### config.mk
export PLATFORM = sky130hd
export DESIGN_NAME = dbl_fix_cvt
export DESIGN_NICKNAME = d
export VERILOG_FILES = /design/src/rtl/dbl_fix_pkg.sv /design/src/rtl/dbl_fix_decode.sv /design/src/rtl/dbl_fix_align.sv /design/src/rtl/dbl_fix_round.sv /design/src/rtl/dbl_fix_cvt.sv
export SDC_FILE = /design/constraint.sdc
export NUM_CORES = 1
export LEC_CHECK = 0
export BUFFER_PORTS_ARGS = -buffer_cell sky130_fd_sc_hd__buf_2
export CAP_MARGIN = 15
export CORE_UTILIZATION = 56
export CTS_BUF_LIST = sky130_fd_sc_hd__clkbuf_16
export DETAILED_ROUTE_END_ITERATION = 8
export GPL_ROUTABILITY_DRIVEN = 0
export PLACE_DENSITY_LB_ADDON = 0.25
export SLEW_MARGIN = 25
export SYNTH_ARGS = -nofsm -noshare
export SYNTH_HDL_FRONTEND = slang
export SYNTH_SLANG_ARGS = --single-unit
### constraint.sdc
create_clock -name clk -period 6.85 [get_ports clk]
set_input_delay 0.685 -clock clk [delete_from_list [all_inputs] [get_ports clk]]
set_output_delay 0.685 -clock clk [all_outputs]
set_load 0.05 [all_outputs]
### src/rtl/dbl_fix_pkg.sv
package dbl_fix_pkg;

    localparam int OPND_W = 64;
    localparam int RES_W  = 32;
    localparam int EXP_W  = 11;
    localparam int FRAC_W = 52;

    localparam logic [5:0]  PRIMARY_OP = 6'b000100;
    localparam logic [10:0] XO_SINT    = 11'h2FA;
    localparam logic [10:0] XO_UFRAC   = 11'h2F6;

    typedef enum logic [2:0] {
        CLS_ZERO,
        CLS_DENORM,
        CLS_NORMAL,
        CLS_INF,
        CLS_NAN
    } opnd_cls_e;

    typedef enum logic [1:0] {
        RM_NEAR_EVEN = 2'b00,
        RM_ZERO      = 2'b01,
        RM_POS_INF   = 2'b10,
        RM_NEG_INF   = 2'b11
    } rmode_e;

    typedef enum logic {
        CV_SINT  = 1'b0,
        CV_UFRAC = 1'b1
    } cvt_kind_e;

    typedef enum logic [1:0] {
        ST_IDLE,
        ST_CONV,
        ST_SKIP
    } fsm_state_e;

endpackage

### src/rtl/dbl_fix_decode.sv
module dbl_fix_decode
    import dbl_fix_pkg::*;
(
    input  logic [5:0]  prim_op,
    input  logic [4:0]  rsvd_fld,
    input  logic [10:0] ext_op,
    output logic        legal,
    output cvt_kind_e   kind
);

    logic frame_ok;

    always_comb begin
        frame_ok = (prim_op == PRIMARY_OP) && (rsvd_fld == '0);
        legal    = 1'b0;
        kind     = CV_SINT;
        if (frame_ok) begin
            unique case (ext_op)
                XO_SINT: begin
                    legal = 1'b1;
                    kind  = CV_SINT;
                end
                XO_UFRAC: begin
                    legal = 1'b1;
                    kind  = CV_UFRAC;
                end
                default: begin
                    legal = 1'b0;
                    kind  = CV_SINT;
                end
            endcase
        end
    end

endmodule

### src/rtl/dbl_fix_align.sv
module dbl_fix_align
    import dbl_fix_pkg::*;
#(
    parameter int P_OPND_W = OPND_W,
    parameter int P_EXP_W  = EXP_W,
    parameter int P_FRAC_W = FRAC_W,
    parameter int P_RES_W  = RES_W
) (
    input  logic [P_OPND_W-1:0] opnd,
    input  cvt_kind_e           kind,
    output opnd_cls_e           cls,
    output logic                sign,
    output logic [P_FRAC_W:0]   mag,
    output logic                guard,
    output logic                sticky,
    output logic                big
);

    localparam int MANT_W     = P_FRAC_W + 1;
    localparam int EXT_W      = 2 * MANT_W;
    localparam int SH_W       = P_EXP_W + 1;
    localparam int IDX_W      = $clog2(EXT_W);
    localparam int BIAS       = (1 << (P_EXP_W - 1)) - 1;
    localparam int INT_BASE   = BIAS + P_FRAC_W;
    localparam int FRAC_BASE  = INT_BASE - P_RES_W;

    logic [P_EXP_W-1:0]  expo;
    logic [P_FRAC_W-1:0] frac;
    logic [SH_W-1:0]     expo_ext;
    logic [SH_W-1:0]     base;
    logic [SH_W-1:0]     rsh;
    logic                far;
    logic [EXT_W-1:0]    ext;
    logic [EXT_W-1:0]    shifted;

    assign sign     = opnd[P_OPND_W-1];
    assign expo     = opnd[P_OPND_W-2 -: P_EXP_W];
    assign frac     = opnd[P_FRAC_W-1:0];
    assign expo_ext = {1'b0, expo};

    always_comb begin
        if (expo == '0)
            cls = (frac == '0) ? CLS_ZERO : CLS_DENORM;
        else if (expo == '1)
            cls = (frac == '0) ? CLS_INF : CLS_NAN;
        else
            cls = CLS_NORMAL;
    end

    assign base = (kind == CV_UFRAC) ? SH_W'(FRAC_BASE) : SH_W'(INT_BASE);
    assign big  = (expo_ext >= base);
    assign rsh  = base - expo_ext;
    assign far  = !big && (rsh > SH_W'(MANT_W));

    assign ext     = {1'b1, frac, {MANT_W{1'b0}}};
    assign shifted = ext >> rsh[IDX_W-1:0];

    always_comb begin
        if (big) begin
            mag    = '0;
            guard  = 1'b0;
            sticky = 1'b0;
        end else if (far) begin
            mag    = '0;
            guard  = 1'b0;
            sticky = 1'b1;
        end else begin
            mag    = shifted[EXT_W-1 -: MANT_W];
            guard  = shifted[MANT_W-1];
            sticky = |shifted[MANT_W-2:0];
        end
    end

endmodule

### src/rtl/dbl_fix_round.sv
module dbl_fix_round
    import dbl_fix_pkg::*;
#(
    parameter int P_FRAC_W = FRAC_W,
    parameter int P_RES_W  = RES_W
) (
    input  opnd_cls_e           cls,
    input  logic                sign,
    input  cvt_kind_e           kind,
    input  logic [1:0]          rmode,
    input  logic [P_FRAC_W:0]   mag,
    input  logic                guard_in,
    input  logic                sticky_in,
    input  logic                big,
    input  logic                inx_en,
    output logic [P_RES_W-1:0]  res,
    output logic                invalid,
    output logic                inexact,
    output logic                guard,
    output logic                sticky
);

    localparam int MANT_W = P_FRAC_W + 1;
    localparam logic [MANT_W-1:0] SINT_POS_MAX = MANT_W'((64'd1 << (P_RES_W - 1)) - 64'd1);
    localparam logic [MANT_W-1:0] SINT_NEG_MAX = MANT_W'(64'd1 << (P_RES_W - 1));
    localparam logic [MANT_W:0]   UFRAC_MAX    = (MANT_W+1)'((64'd1 << P_RES_W) - 64'd1);
    localparam logic [P_RES_W-1:0] SAT_POS     = {1'b0, {(P_RES_W-1){1'b1}}};
    localparam logic [P_RES_W-1:0] SAT_NEG     = {1'b1, {(P_RES_W-1){1'b0}}};

    logic               lost;
    logic               inc;
    logic [MANT_W:0]    rmag;
    logic               ovf;
    logic [P_RES_W-1:0] sat_val;
    logic [P_RES_W-1:0] fit_val;

    assign lost = guard_in | sticky_in;

    always_comb begin
        inc = 1'b0;
        if (kind == CV_UFRAC) begin
            unique case (rmode_e'(rmode))
                RM_NEAR_EVEN: inc = guard_in & (sticky_in | mag[0]);
                RM_ZERO:      inc = 1'b0;
                RM_POS_INF:   inc = !sign & lost;
                RM_NEG_INF:   inc = sign & lost;
                default:      inc = 1'b0;
            endcase
        end
    end

    assign rmag = {1'b0, mag} + {{MANT_W{1'b0}}, inc};

    always_comb begin
        if (kind == CV_SINT) begin
            ovf     = big || (!sign && (mag > SINT_POS_MAX)) || (sign && (mag > SINT_NEG_MAX));
            sat_val = sign ? SAT_NEG : SAT_POS;
            fit_val = sign ? (~mag[P_RES_W-1:0] + 1'b1) : mag[P_RES_W-1:0];
        end else begin
            ovf     = big || (!sign && (rmag > UFRAC_MAX)) || (sign && (rmag != '0));
            sat_val = sign ? '0 : '1;
            fit_val = (lost && inx_en) ? mag[P_RES_W-1:0] : rmag[P_RES_W-1:0];
        end
    end

    always_comb begin
        res     = '0;
        invalid = 1'b0;
        inexact = 1'b0;
        guard   = 1'b0;
        sticky  = 1'b0;
        case (cls)
            CLS_ZERO: begin
                res = '0;
            end
            CLS_NORMAL: begin
                if (ovf) begin
                    invalid = 1'b1;
                    res     = sat_val;
                end else begin
                    res     = fit_val;
                    inexact = lost;
                    guard   = guard_in;
                    sticky  = sticky_in;
                end
            end
            CLS_INF: begin
                invalid = 1'b1;
                res     = sat_val;
            end
            default: begin
                invalid = 1'b1;
                res     = '0;
            end
        endcase
    end

endmodule

### src/rtl/dbl_fix_cvt.sv
module dbl_fix_cvt
    import dbl_fix_pkg::*;
#(
    parameter int P_OPND_W = OPND_W,
    parameter int P_EXP_W  = EXP_W,
    parameter int P_FRAC_W = FRAC_W,
    parameter int P_RES_W  = RES_W
) (
    input  logic                clk,
    input  logic                rst_n,
    input  logic                issue,
    input  logic [5:0]          prim_op,
    input  logic [4:0]          rsvd_fld,
    input  logic [10:0]         ext_op,
    input  logic [P_OPND_W-1:0] opnd,
    input  logic [1:0]          rmode,
    input  logic                inv_en,
    input  logic                inx_en,
    output logic                done,
    output logic                wr_en,
    output logic [P_RES_W-1:0]  result,
    output logic                invalid,
    output logic                inexact,
    output logic                guard,
    output logic                sticky
);

    fsm_state_e          state, state_nx;
    logic                legal;
    cvt_kind_e           kind_dec;
    logic [P_OPND_W-1:0] opnd_q;
    cvt_kind_e           kind_q;
    logic [1:0]          rm_q;
    logic                inv_en_q;
    logic                inx_en_q;

    opnd_cls_e           a_cls;
    logic                a_sign;
    logic [P_FRAC_W:0]   a_mag;
    logic                a_guard;
    logic                a_sticky;
    logic                a_big;

    logic [P_RES_W-1:0]  c_res;
    logic                c_inv;
    logic                c_inx;
    logic                c_guard;
    logic                c_sticky;

    dbl_fix_decode u_decode (
        .prim_op  (prim_op),
        .rsvd_fld (rsvd_fld),
        .ext_op   (ext_op),
        .legal    (legal),
        .kind     (kind_dec)
    );

    dbl_fix_align #(
        .P_OPND_W (P_OPND_W),
        .P_EXP_W  (P_EXP_W),
        .P_FRAC_W (P_FRAC_W),
        .P_RES_W  (P_RES_W)
    ) u_align (
        .opnd   (opnd_q),
        .kind   (kind_q),
        .cls    (a_cls),
        .sign   (a_sign),
        .mag    (a_mag),
        .guard  (a_guard),
        .sticky (a_sticky),
        .big    (a_big)
    );

    dbl_fix_round #(
        .P_FRAC_W (P_FRAC_W),
        .P_RES_W  (P_RES_W)
    ) u_round (
        .cls       (a_cls),
        .sign      (a_sign),
        .kind      (kind_q),
        .rmode     (rm_q),
        .mag       (a_mag),
        .guard_in  (a_guard),
        .sticky_in (a_sticky),
        .big       (a_big),
        .inx_en    (inx_en_q),
        .res       (c_res),
        .invalid   (c_inv),
        .inexact   (c_inx),
        .guard     (c_guard),
        .sticky    (c_sticky)
    );

    always_comb begin
        unique case (state)
            ST_IDLE, ST_CONV, ST_SKIP: begin
                if (!issue)
                    state_nx = ST_IDLE;
                else if (legal)
                    state_nx = ST_CONV;
                else
                    state_nx = ST_SKIP;
            end
            default: state_nx = ST_IDLE;
        endcase
    end

    always_ff @(posedge clk or negedge rst_n) begin
        if (!rst_n) begin
            state    <= ST_IDLE;
            opnd_q   <= '0;
            kind_q   <= CV_SINT;
            rm_q     <= '0;
            inv_en_q <= 1'b0;
            inx_en_q <= 1'b0;
        end else begin
            state <= state_nx;
            if (issue) begin
                opnd_q   <= opnd;
                kind_q   <= kind_dec;
                rm_q     <= rmode;
                inv_en_q <= inv_en;
                inx_en_q <= inx_en;
            end
        end
    end

    always_comb begin
        done    = 1'b0;
        wr_en   = 1'b0;
        result  = '0;
        invalid = 1'b0;
        inexact = 1'b0;
        guard   = 1'b0;
        sticky  = 1'b0;
        unique case (state)
            ST_IDLE: begin
            end
            ST_SKIP: begin
                done = 1'b1;
            end
            ST_CONV: begin
                done    = 1'b1;
                wr_en   = !(c_inv && inv_en_q);
                result  = wr_en ? c_res : '0;
                invalid = c_inv;
                inexact = c_inx;
                guard   = c_guard;
                sticky  = c_sticky;
            end
            default: begin
            end
        endcase
    end

    // a result appears in the cycle after each issue
    assert_done_follows_issue_R1: assert property (@(posedge clk) disable iff (!rst_n)
        issue |=> done);

    // quiet outputs whenever nothing is presented
    assert_quiet_when_idle_R1: assert property (@(posedge clk) disable iff (!rst_n)
        !done |-> (!wr_en && result == '0 && !invalid && !inexact && !guard && !sticky));

    // an unrecognised word never writes
    assert_reject_no_write_R2: assert property (@(posedge clk) disable iff (!rst_n)
        (issue && !legal) |=> (done && !wr_en && !invalid && result == '0));

    // integer-mode saturation limits
    assert_sint_sat_R5: assert property (@(posedge clk) disable iff (!rst_n)
        (done && invalid && wr_en && kind_q == CV_SINT) |->
            (result == {1'b0, {(P_RES_W-1){1'b1}}} || result == {1'b1, {(P_RES_W-1){1'b0}}} || result == '0));

    // fraction-mode saturation limits
    assert_ufrac_sat_R5: assert property (@(posedge clk) disable iff (!rst_n)
        (done && invalid && wr_en && kind_q == CV_UFRAC) |->
            (result == '1 || result == '0));

    // invalid clears the other status bits
    assert_invalid_clears_bits_R7: assert property (@(posedge clk) disable iff (!rst_n)
        invalid |-> (!guard && !sticky && !inexact));

    // enabled invalid blocks the write
    assert_invalid_blocks_write_R8: assert property (@(posedge clk) disable iff (!rst_n)
        (issue && inv_en) |=> !(invalid && wr_en));

    // an exact result carries no discarded bits
    assert_exact_clean_R9: assert property (@(posedge clk) disable iff (!rst_n)
        (done && wr_en && !inexact && !invalid) |-> (!guard && !sticky));

endmodule

==> results of run 1 <==
## synth_stat cells (all sizes together) (21+ instances only)
cell type and n:
a211oi 49, a21oi 46, a31oi 21, and3 30, buf 53, clkbuf 54
dfrtp 71, mux2 82, mux2i 70, mux4 62, nand2 119, nand3 95
nand4 40, nor2 97, nor3 58, nor4 51, o21ai 46, xnor2 32
## per-stage QoR
stage                     cell area, um2  hold WS, ns  instances
after floorplan                    12500        0.389       1431
after global placement             15600        0.495       2060
after detailed placement           15600        0.533       2060
after CTS                          16900        0.532       2105
## cell families after synthesis
logic type	Yosys count
simple gates	611
compound gates	348
mux	214
buf+inv	125
flops	71
xor+xnor	51
fa+ha+maj	11
## what timing repair did
action | 4_1_cts
hold buffers | 0
pin swaps | 41
buffers inserted | 21
endpoints found under the setup margin | 37
gates cloned | 9
resized for setup | 135
## metal layers
metal  GRT usage [%]  GRT overflow
met1            68.7             0
met2            85.9            30
met3            51.6             2
met4            59.2            23
met5            14.8             0
==> summary by stage, run 1 <==
Clocking
The number of buffers created by CTS is 9. In this run the deepest clock path goes through 2 buffers. The clock sink count is 71. The H-tree depth is 3.

The tree is rooted in a sky130_fd_sc_hd__clkbuf_16.

Placed design
The count of port buffers added during placement is 130. Prior to clock tree synthesis, the placed netlist has a worst setup slack of -0.572 ns. Detailed placement ended at an HPWL of a little over 40 mm.

Yosys
The count of unique library cells instantiated by Yosys is just under 100. The xor-xnor portion of the synthesized cell area is between 3 and 4%. After synthesis the netlist holds a flip-flop and latch count of between 70 and 80. Of all cell types, the one taking the most synthesized area is sky130_fd_sc_hd__dfrtp_1. The combinational family with the most area after synthesis is simple AND/OR/NAND/NOR gates. Each instance of the synthesized netlist takes up on average about 8.4 um2.

The count of flip-flops with a built-in enable after synthesis is 0. Of the total synthesized cell area, the portion taken by full adders, half adders and majority gates is around 1.1%. The portion of synthesized cell area occupied by the leading cell type is between 10% and 20%. The fraction of registers with async set/reset is 100%. The warning count from the yosys run is 0. Sequential cells were found to cover between 10% and 20% of the synthesized design area.

The fraction of the mapped netlist area in compound gates is roughly 22%. By area the synthesized netlist is led by sky130_fd_sc_hd__dfrtp_1 (15%), sky130_fd_sc_hd__mux4_2 (12%), sky130_fd_sc_hd__mux2_2 (7.7%). The portion of synthesized area spent on multiplexers is 25.2%.

The main flop type after synthesis is sky130_fd_sc_hd__dfrtp_1. The combined area of all synthesized cells is around 12,000 um2. The gate count of the mapped netlist is about 1,400. The number of nets produced by synthesis is ~1,500.

Summing the areas of all and, or, nand and nor instances in the mapped netlist gives about 27% of the synthesized area.

Die
The number of placed I/O pins is about 130. The vertical extent of the die is around 150 um. From left edge to right edge, the die measures around 150 um. The initialized floorplan defines 53 standard-cell rows. The initial cell density of the core is 57.1%.

Status
The flow did not finish. The last stage the flow got to is global routing. The tool reported: "[ERROR GRT-0232] Routing congestion too high. Check the congestion heatmap in the GUI".

Timing
After the last repair the worst path ends at a top-level output. The worst endpoint after global-route timing repair is result[22].

Global routing
Entering global routing, the biggest net connects between 70 and 80 pins. Global routing used 67.1% of the available tracks. For this run the aggregate overflow at the end of global routing stands at 55.
==> inputs of run 2 (changes only) <==
CORE_UTILIZATION = 40   (was 56)
CTS_BUF_LIST = unset   (was sky130_fd_sc_hd__clkbuf_16)
PLACE_DENSITY_LB_ADDON = 0.15   (was 0.25)
clock period = 8.9 ns   (was 6.85 ns; I/O delays follow)
==> run 2 against run 1 <==
Compared with the run above: synthesized area unchanged; synthesized cell count is the same; the flow now finishes without violations.
==> summary by stage, run 2 <==
Global routing
The met3 track demand over resource in global routing is approximately 6.9%. Global routing consumed, over all layers together, 31.2% of the routing resources. The global routing met2 resource utilization is ~46%. Entering global routing, the biggest net connects about 80 pins. After global routing the overflow that remains totals 0. The number of global-route vias before repair came to between 10,000 and 15,000.

For this run, global-route usage on met1 was measured as ~43%. met2 is the most crowded layer. The initial antenna violation count was 0. The first global-routing pass estimated 74.9 mm of wire.

Power
The switching part of the total is a little over 50%. The power density of the placed cells is approximately 150 nW/um2. The leakage power summed over all cells is around 4.9 nW. The proportion of power drawn by the clock network is between 10% and 20%. The design internal power is 1.00 mW. The maximum VDD drop is roughly 0.15 mV. For this design the total switching power over the nets is between 1 and 1.5 mW. Sequential cells burn between 20% and 30% of the power.

The combinational power share is 61.7%.

Yosys
The average cell area after synthesis is 8.38 um2 (unchanged). The warning count from the yosys run is 0 (unchanged). Dominant cells by area after synthesis: sky130_fd_sc_hd__dfrtp_1 (15%), sky130_fd_sc_hd__mux4_2 (12%), sky130_fd_sc_hd__mux2_2 (7.7%) (unchanged). The cell with the most instances after synthesis is sky130_fd_sc_hd__nand2_1 (unchanged). The count of unique library cells instantiated by Yosys is 97 (unchanged). The post-synthesis sequential area ratio is 14.8% (unchanged).

The portion of synthesized cell area occupied by the leading cell type is 14.8% (unchanged). The combined area of all synthesized cells is 12,000 um2 (unchanged). The gate count of the mapped netlist was 1,431 (unchanged).

The number of nets produced by synthesis is 1,535 (unchanged). The fraction of registers with async set/reset is 100% (unchanged). List of most frequent post-synthesis cells: sky130_fd_sc_hd__nand2_1 (118), sky130_fd_sc_hd__nor2_1 (97), sky130_fd_sc_hd__nand3_1 (94) (unchanged). The synthesized flop and latch total was 71 (unchanged).

The count of flip-flops with a built-in enable after synthesis is 0 (unchanged). The main flop type after synthesis is sky130_fd_sc_hd__dfrtp_1 (unchanged). The cell type with the largest total area after synthesis is sky130_fd_sc_hd__dfrtp_1 (unchanged).

Timing
The number of hold violations in the final report was 0. The accumulated negative setup slack is 0 ns. The share of the clock period used by the worst path after layout is slightly below 100%.

For the final database, setup skew stands at about 0.0033 ns. Setup repair after global routing left no endpoint under its margin. The number of pins with negative max-slew slack in the final report came to 0. Setup violations remaining at the end of the flow were counted as 0.

The fmax is roughly 120 MHz. The clock period minus final worst setup slack is 8.69 ns. The remaining max-slew budget at the tightest pin is slightly below 30%. The transition time at the pin with the least slew margin is about 1.1 ns.

Placed design
The placed wire-length estimate is 37.8 mm (was 40.3 mm). The total placed instance area is 13,100 um2 (was 15,600 um2). The total instance count after detailed placement is 1,899 (was 2,060). The count of port buffers added during placement is 130 (unchanged).

Setup path
The highest fanout seen on the critical path is 31. The required time at the worst-slack endpoint is between 8 and 9 ns. The setup path with the least slack is of type reg2out. The worst setup path is launched from a flip-flop. The depth of the worst register-to-register path is 2.

Data arrives at the worst endpoint at between 7 and 8 ns. The minimum setup slack among reg-to-reg paths is about 7.4 ns. The endpoint identified for the worst register-to-register timing path is opnd_q[63]$_DFFE_PN0P_. The origin of the critical flop-to-flop path is opnd_q[63]$_DFFE_PN0P_. The critical path endpoint category is a primary output.

Clocking
The number of buffers created by CTS is 9 (unchanged). TritonCTS built the clock tree. The H-tree depth is 3 (unchanged). The worst-skew pair later-pin latency is 0.35 ns. The clock sink count was 71 (unchanged). The buffer levels on the longest clock path came to 2 (unchanged). Clock-pin slew was measured on the worst setup and hold paths at approximately 0.07 ns.

The buffer cell driving the clock tree root is sky130_fd_sc_hd__clkbuf_16 (unchanged).

Worst hold path
The destination of the worst hold path is inv_en_q$_DFFE_PN0P_. The worst hold path begins at inv_en_q$_DFFE_PN0P_. The worst hold path belongs to the class reg2reg.

The cell depth of the worst min-delay path is 1.

Routing
The violation count after the first detailed-route iteration is roughly 2,100. The remaining antenna violation count after routing is 0. The final layout contains routed wiring with a total length of slightly below 50 mm. For this run, the detailed router's first-pass iteration total came to 6.

Using the TritonRoute via totals, the vias-per-cell ratio works out to 7.16. After detailed routing, the average wire length per cell comes to between 20 and 30 um. For this block, the via count after detailed routing is roughly 14,000. After detailed routing, the number of remaining DRC violations is 0.

Final layout
The total number of nets in the final design is 1,628. The top cell types in the final layout, fill and taps aside, are sky130_fd_sc_hd__buf_2 (129), sky130_fd_sc_hd__nand2_1 (116), sky130_fd_sc_hd__nor2_1 (95). The finished cells cover roughly 14,000 um2. Compared with the post-synthesis result, the final layout area differs by 12.6%. Leaving out fill and tap cells, the most frequent cell in the layout is sky130_fd_sc_hd__buf_2. The register with the most flip-flops in the layout has 64 of them. More flip-flops sit in one register than any other, and that register is opnd_q.

The largest registers in the layout are opnd_q (64), rm_q (2), state (2). The non-filler instance count after layout is 1,919. Of the cells placed in the final design, the portion with a size suffix greater than 1 is ~28%. The number of diodes added for antenna fixing is 0.

Status
Status: finished, final reports clean (was did not finish).

Die
The core region is between 20,000 and 30,000 um2. The die area is a little over 30,000 um2. The initial cell density of the core is 40.6% (was 57.1%).

The vertical extent of the die is 175 um (was 148 um). The number of placed I/O pins is 131 (unchanged). The die boundary width came to 175 um (was 148 um). The total number of placement rows is 63 (was 53).

Job
The number of max-cap violations is 0.
run 2: cell counts after synthesis:
No cell type changed its count.
run 2: worst max path at each step:
stage | from | endpoint | slack (ns) | cells after the start
2_1_floorplan | opnd_q[54]$_DFFE_PN0P_ | result[1] | 0.18 | 30
3_3_place_gp | opnd_q[53]$_DFFE_PN0P_ | inexact | 0.37 | 24
3_5_place_dp | opnd_q[53]$_DFFE_PN0P_ | inexact | 0.47 | 25
4_1_cts | opnd_q[53]$_DFFE_PN0P_ | inexact | 0.07 | 25
5_1_grt | opnd_q[52]$_DFFE_PN0P_ | inexact | 0.01 | 25
6_report | opnd_q[53]$_DFFE_PN0P_ | result[10] | 0.21 | 24
run 2: power by group through the flow:
stage | Combinational, mW | Sequential, mW | Clock, mW
after floorplan | 0.802 | 0.391 | 0
after global placement | 1.17 | 0.429 | 0
after detailed placement | 1.17 | 0.430 | 0
after CTS | 1.18 | 0.424 | 0.380
after global routing | 1.30 | 0.426 | 0.393
final | 1.27 | 0.419 | 0.367
run 2: cell type report:
| cell class | count | area (um2) |
|---|---|---|
| fillers | 3007 | 16100 |
| flip-flops and latches | 71 | 1790 |
| multi-input cells | 1235 | 9660 |
| clock inverters | 7 | 76.3 |
| clock buffers | 9 | 225 |
| well taps | 390 | 488 |
| inverters | 18 | 67.6 |
| repair buffers | 189 | 1200 |
run 2: kinds of logic after synthesis:
kind of cell,count (synthesis),synth area share [%]
xor+xnor,51,3.85
mux,214,25.2
buf+inv,125,5.29
compound gates,348,22.3
simple gates,611,27.4
flops,71,14.8
fa+ha+maj,11,1.15
run 2: routing by layer:
| layer | vias to the layer above | wire length [um] |
|---|---|---|
| met5 | - | 0 |
| met4 | 0 | 2640 |
| met3 | 228 | 6040 |
| met2 | 1030 | 20300 |
| met1 | 6569 | 19900 |
| li1 | 5906 | - |
run 2: worst max-delay path, cell delays in order, from the launching register on:
cell and delay (ns):
sky130_fd_sc_hd__dfrtp_4 0.62, sky130_fd_sc_hd__mux4_2 0.56, sky130_fd_sc_hd__and2_1 0.25, sky130_fd_sc_hd__or2_2 0.38
sky130_fd_sc_hd__a221oi_1 0.57, sky130_fd_sc_hd__nand4_1 0.40, sky130_fd_sc_hd__nor4_1 0.38, sky130_fd_sc_hd__a31oi_1 0.13
sky130_fd_sc_hd__o21ai_1 0.26, sky130_fd_sc_hd__nand2_1 0.10, sky130_fd_sc_hd__nor2_1 0.12, sky130_fd_sc_hd__nor3_1 0.05
sky130_fd_sc_hd__ha_1 0.20, sky130_fd_sc_hd__ha_1 0.24, sky130_fd_sc_hd__nand3_1 0.28, sky130_fd_sc_hd__nor2_1 0.19
sky130_fd_sc_hd__and4_1 0.23, sky130_fd_sc_hd__a311o_1 0.32, sky130_fd_sc_hd__a2111oi_0 0.37, sky130_fd_sc_hd__nand4_1 0.30
sky130_fd_sc_hd__nor3_1 0.63, sky130_fd_sc_hd__o21a_1 0.27, sky130_fd_sc_hd__buf_12 0.22, sky130_fd_sc_hd__a211oi_2 0.10
sky130_fd_sc_hd__buf_2 0.25
run 2: what timing repair did:
action | 4_1_cts | 5_1_grt
hold buffers | 0 | 0
resized for setup | 0 | 11
setup endpoints to repair | 0 | 37
setup buffers | 0 | 3
run 2: stage by stage:
stage | worst slack, ns | hold slack [ns] | power (mW) | util [%]
6_report | 0.212 | 0.510 | 2.05 | 45.7
5_1_grt | 0.0113 | 0.539 | 2.12 | 45.7
3_3_place_gp | 0.373 | 0.493 | 1.60 | 44.2
2_1_floorplan | 0.178 | 0.481 | 1.19 | -
3_5_place_dp | 0.471 | 0.501 | 1.60 | 44.2
4_1_cts | 0.0661 | 0.518 | 1.98 | 45.2
(Power assumes the default switching activity.)
==> inputs of run 3 (changes only) <==
RECOVER_POWER = 100   (was unset)
==> run 3 against run 2 <==
Compared with the run above: the run now ends with DRC, capacitance limit, slew limit left; setup slack lost 0.10 ns; utilization is essentially flat; non-clock buffer count is the same.
==> summary by stage, run 3 (synthesized netlist as in run 2, its figures left out) <==
Status
Status: finished with violations (was finished, final reports clean). The checks that failed: DRC, capacitance limit, slew limit.

Clocking
The buffer cell driving the clock tree root was sky130_fd_sc_hd__clkbuf_16 (unchanged). The clock-pin slew of the registers on the worst-case setup and hold paths was 0.07 ns (about the same). The clock tree from TritonCTS is built (unchanged). The number of buffers created by CTS is 9 (unchanged). The count of hold-fix buffers inserted at cts is 0 (unchanged). The buffer levels on the longest clock path is 2 (unchanged).

The worst-skew pair later-pin latency is 0.35 ns (about the same). The H-tree depth was 3 (unchanged). The clock sink count is 71 (unchanged).

Final layout
The register with the most flip-flops is opnd_q (unchanged). The number of diodes added for antenna fixing was 0 (unchanged). The number of flip-flops in the largest register is 64 (unchanged). The signed area change from the synthesized netlist to the final layout is 12.5% (was 12.6%). The most common library cell in the layout ignoring fill and taps is sky130_fd_sc_hd__nand2_1 (was sky130_fd_sc_hd__buf_2). The final core area utilization is 45.7% (about the same).

Largest registers in the final layout: opnd_q (64), rm_q (2), state (2) (unchanged). The area of all placed cells without fillers is 13,500 um2 (about the same). The fraction of final layout cells with drive strength greater than 1 is 28.1% (was 28.3%). The total number of nets in the final design came to 1,628 (unchanged). Most used cells in the layout excluding fill and tap cells: sky130_fd_sc_hd__nand2_1 (116), sky130_fd_sc_hd__buf_2 (99), sky130_fd_sc_hd__nor2_1 (95) (was sky130_fd_sc_hd__buf_2 (129), sky130_fd_sc_hd__nand2_1 (116), sky130_fd_sc_hd__nor2_1 (95)).

Power
The power density of the placed cells is 152 nW/um2 (about the same). The leakage power summed over all cells was 4.86 nW (was 4.90 nW). The maximum VDD drop is 0.151 mV (was 0.150 mV).

The overall power is 2.06 mW (was 2.05 mW).

Setup path
The critical path launch point type is a flip-flop (unchanged). The required time at the worst-slack endpoint is 8.01 ns (about the same). The arrival time of data at the critical path endpoint came to 7.90 ns (was 7.80 ns).

The classification of the worst setup path is reg2out (unchanged). The critical path endpoint category was a primary output (unchanged). The highest fanout seen on the critical path was 31 (unchanged).

Die
The die area is 30,700 um2 (unchanged). The total number of placement rows is 63 (unchanged). The die boundary width is 175 um (unchanged).

The area of the placeable core is 29,600 um2 (unchanged). The number of placed I/O pins was 131 (unchanged). The vertical extent of the die is 175 um (unchanged). The initial cell density of the core was 40.6% (unchanged).

Routing
The routed length per placed instance is 25.4 um (was 25.5 um). The routed length on met1 came to 19.8 mm (was 19.9 mm). The via count is 13,742 (was 13,733).

The met3 wire length is 6.07 mm (was 6.04 mm). The violation count after the first detailed-route iteration came to 2,060 (was 2,117). The post-detailed-route DRC marker count is 2 (was 0). The first-pass detailed-route iteration total was 8 (was 6). The amount of wire on met2 after detailed routing came to 20.3 mm (about the same).

The mean number of vias per cell is 7.16 (about the same). The detailed-route wire length is 48.8 mm (was 48.9 mm). The top layer used by detailed routing is met4 (unchanged).

The remaining antenna violation count after routing is 0 (unchanged).

Worst hold path
The type of the tightest min-delay check is reg2reg (unchanged).

Global routing
The first-pass GRT wire length is 74.9 mm (unchanged). The maximum number of pins on one net before global-route repair is 79 (unchanged). The overall fraction of global-route tracks in use came to 31.2% (unchanged). The number of global-route vias before repair is 12,799 (unchanged). The total global routing overflow is 0 (unchanged). The initial antenna violation count came to 0 (unchanged).

Placed design
The total placed instance area was 13,100 um2 (unchanged). The placed wire-length estimate is 37.8 mm (unchanged). The count of port buffers added during placement is 130 (unchanged).

Timing
The number of hold violations in the final report is 0 (unchanged). The maximum clock skew at final layout was 0.00336 ns (was 0.00332 ns). The accumulated negative setup slack is 0 ns (unchanged).

The transition time at the pin with the least slew margin was 3.72 ns (was 1.06 ns). The clock period minus final worst setup slack is 8.79 ns (was 8.69 ns). The number of pins with negative max-slew slack in the final report is 151 (was 0). The share of the clock period used by the worst path after layout came to 98.7% (was 97.6%). The remaining max-slew budget at the tightest pin is -148% (was 29.1%). Unrepaired setup endpoints after global routing: false (unchanged). The fmax is 114 MHz (was 115 MHz). The number of failing setup endpoints in the final timing report is 0 (unchanged).

Job
The number of max-cap violations was 2 (was 0).
[run 3: timing repair]
item / in CTS / in global routing
resized for setup: 0 / 11
endpoints found under the setup margin: 0 / 37
buffers inserted: 0 / 3
[run 3: routing by layer]
metal / vias to the layer above / global-route usage [%]
li1: 5912 / -
met1: 6581 / 43.3
met2: 1043 / 45.6
met3: 206 / 6.85
met4: 0 / 14.9
met5: - / 0
[run 3: critical path, cell delays in order (launching register included)]
cell and delay, ns:
sky130_fd_sc_hd__dfrtp_4 0.61, sky130_fd_sc_hd__mux4_2 0.56, sky130_fd_sc_hd__and2_1 0.25, sky130_fd_sc_hd__or2_2 0.38
sky130_fd_sc_hd__a221oi_1 0.56, sky130_fd_sc_hd__nand4_1 0.38, sky130_fd_sc_hd__nor4_1 0.40, sky130_fd_sc_hd__a31oi_1 0.15
sky130_fd_sc_hd__o21ai_1 0.27, sky130_fd_sc_hd__nand2_1 0.11, sky130_fd_sc_hd__nor2_1 0.12, sky130_fd_sc_hd__nor3_1 0.06
sky130_fd_sc_hd__ha_1 0.20, sky130_fd_sc_hd__ha_1 0.24, sky130_fd_sc_hd__nand3_1 0.27, sky130_fd_sc_hd__nor2_1 0.18
sky130_fd_sc_hd__and4_1 0.23, sky130_fd_sc_hd__a311o_1 0.32, sky130_fd_sc_hd__a2111oi_0 0.37, sky130_fd_sc_hd__nand4_1 0.32
sky130_fd_sc_hd__nor3_1 0.68, sky130_fd_sc_hd__o21a_1 0.27, sky130_fd_sc_hd__buf_12 0.22, sky130_fd_sc_hd__a211oi_2 0.11
sky130_fd_sc_hd__clkbuf_2 0.28
[run 3: final cells by class]
type                            instances  area [um2]
Inverter                               18        67.6
Multi-Input combinational cell       1235        9660
Clock buffer                            9         225
Timing Repair Buffer                  189        1190
Sequential cell                        71        1790
Fill cell                            3007       16100
Tap cell                              390         488
Clock inverter                          7        76.3
[run 3: per-stage QoR]
stage	cells	hold WS (ns)	setup slack (ns)
3_3_place_gp	1899	0.493	0.373
5_1_grt	1919	0.539	0.00734
3_5_place_dp	1899	0.501	0.471
4_1_cts	1915	0.518	0.0661
2_1_floorplan	1431	0.481	0.178
6_report	1919	0.510	0.112
[run 3: worst paths after layout]
path / from / end / slack [ns] / cells past startpoint
min: inv_en_q$_DFFE_PN0P_ / inv_en_q$_DFFE_PN0P_ / 0.51 / 1
min reg2reg: inv_en_q$_DFFE_PN0P_ / inv_en_q$_DFFE_PN0P_ / 0.51 / 1
min in group asynchronous: rst_n / opnd_q[23]$_DFFE_PN0P_ / 1.82 / 1
max reg2reg: opnd_q[63]$_DFFE_PN0P_ / opnd_q[63]$_DFFE_PN0P_ / 7.35 / 2
max in group asynchronous: rst_n / opnd_q[53]$_DFFE_PN0P_ / 4.46 / 1
max: opnd_q[53]$_DFFE_PN0P_ / result[10] / 0.11 / 24
[run 3: power by group]
part | leakage, nW | switching, mW | internal [mW]
clock network | 0.149 | 0.168 | 0.199
logic | 3.88 | 0.816 | 0.454
registers | 0.835 | 0.0656 | 0.354
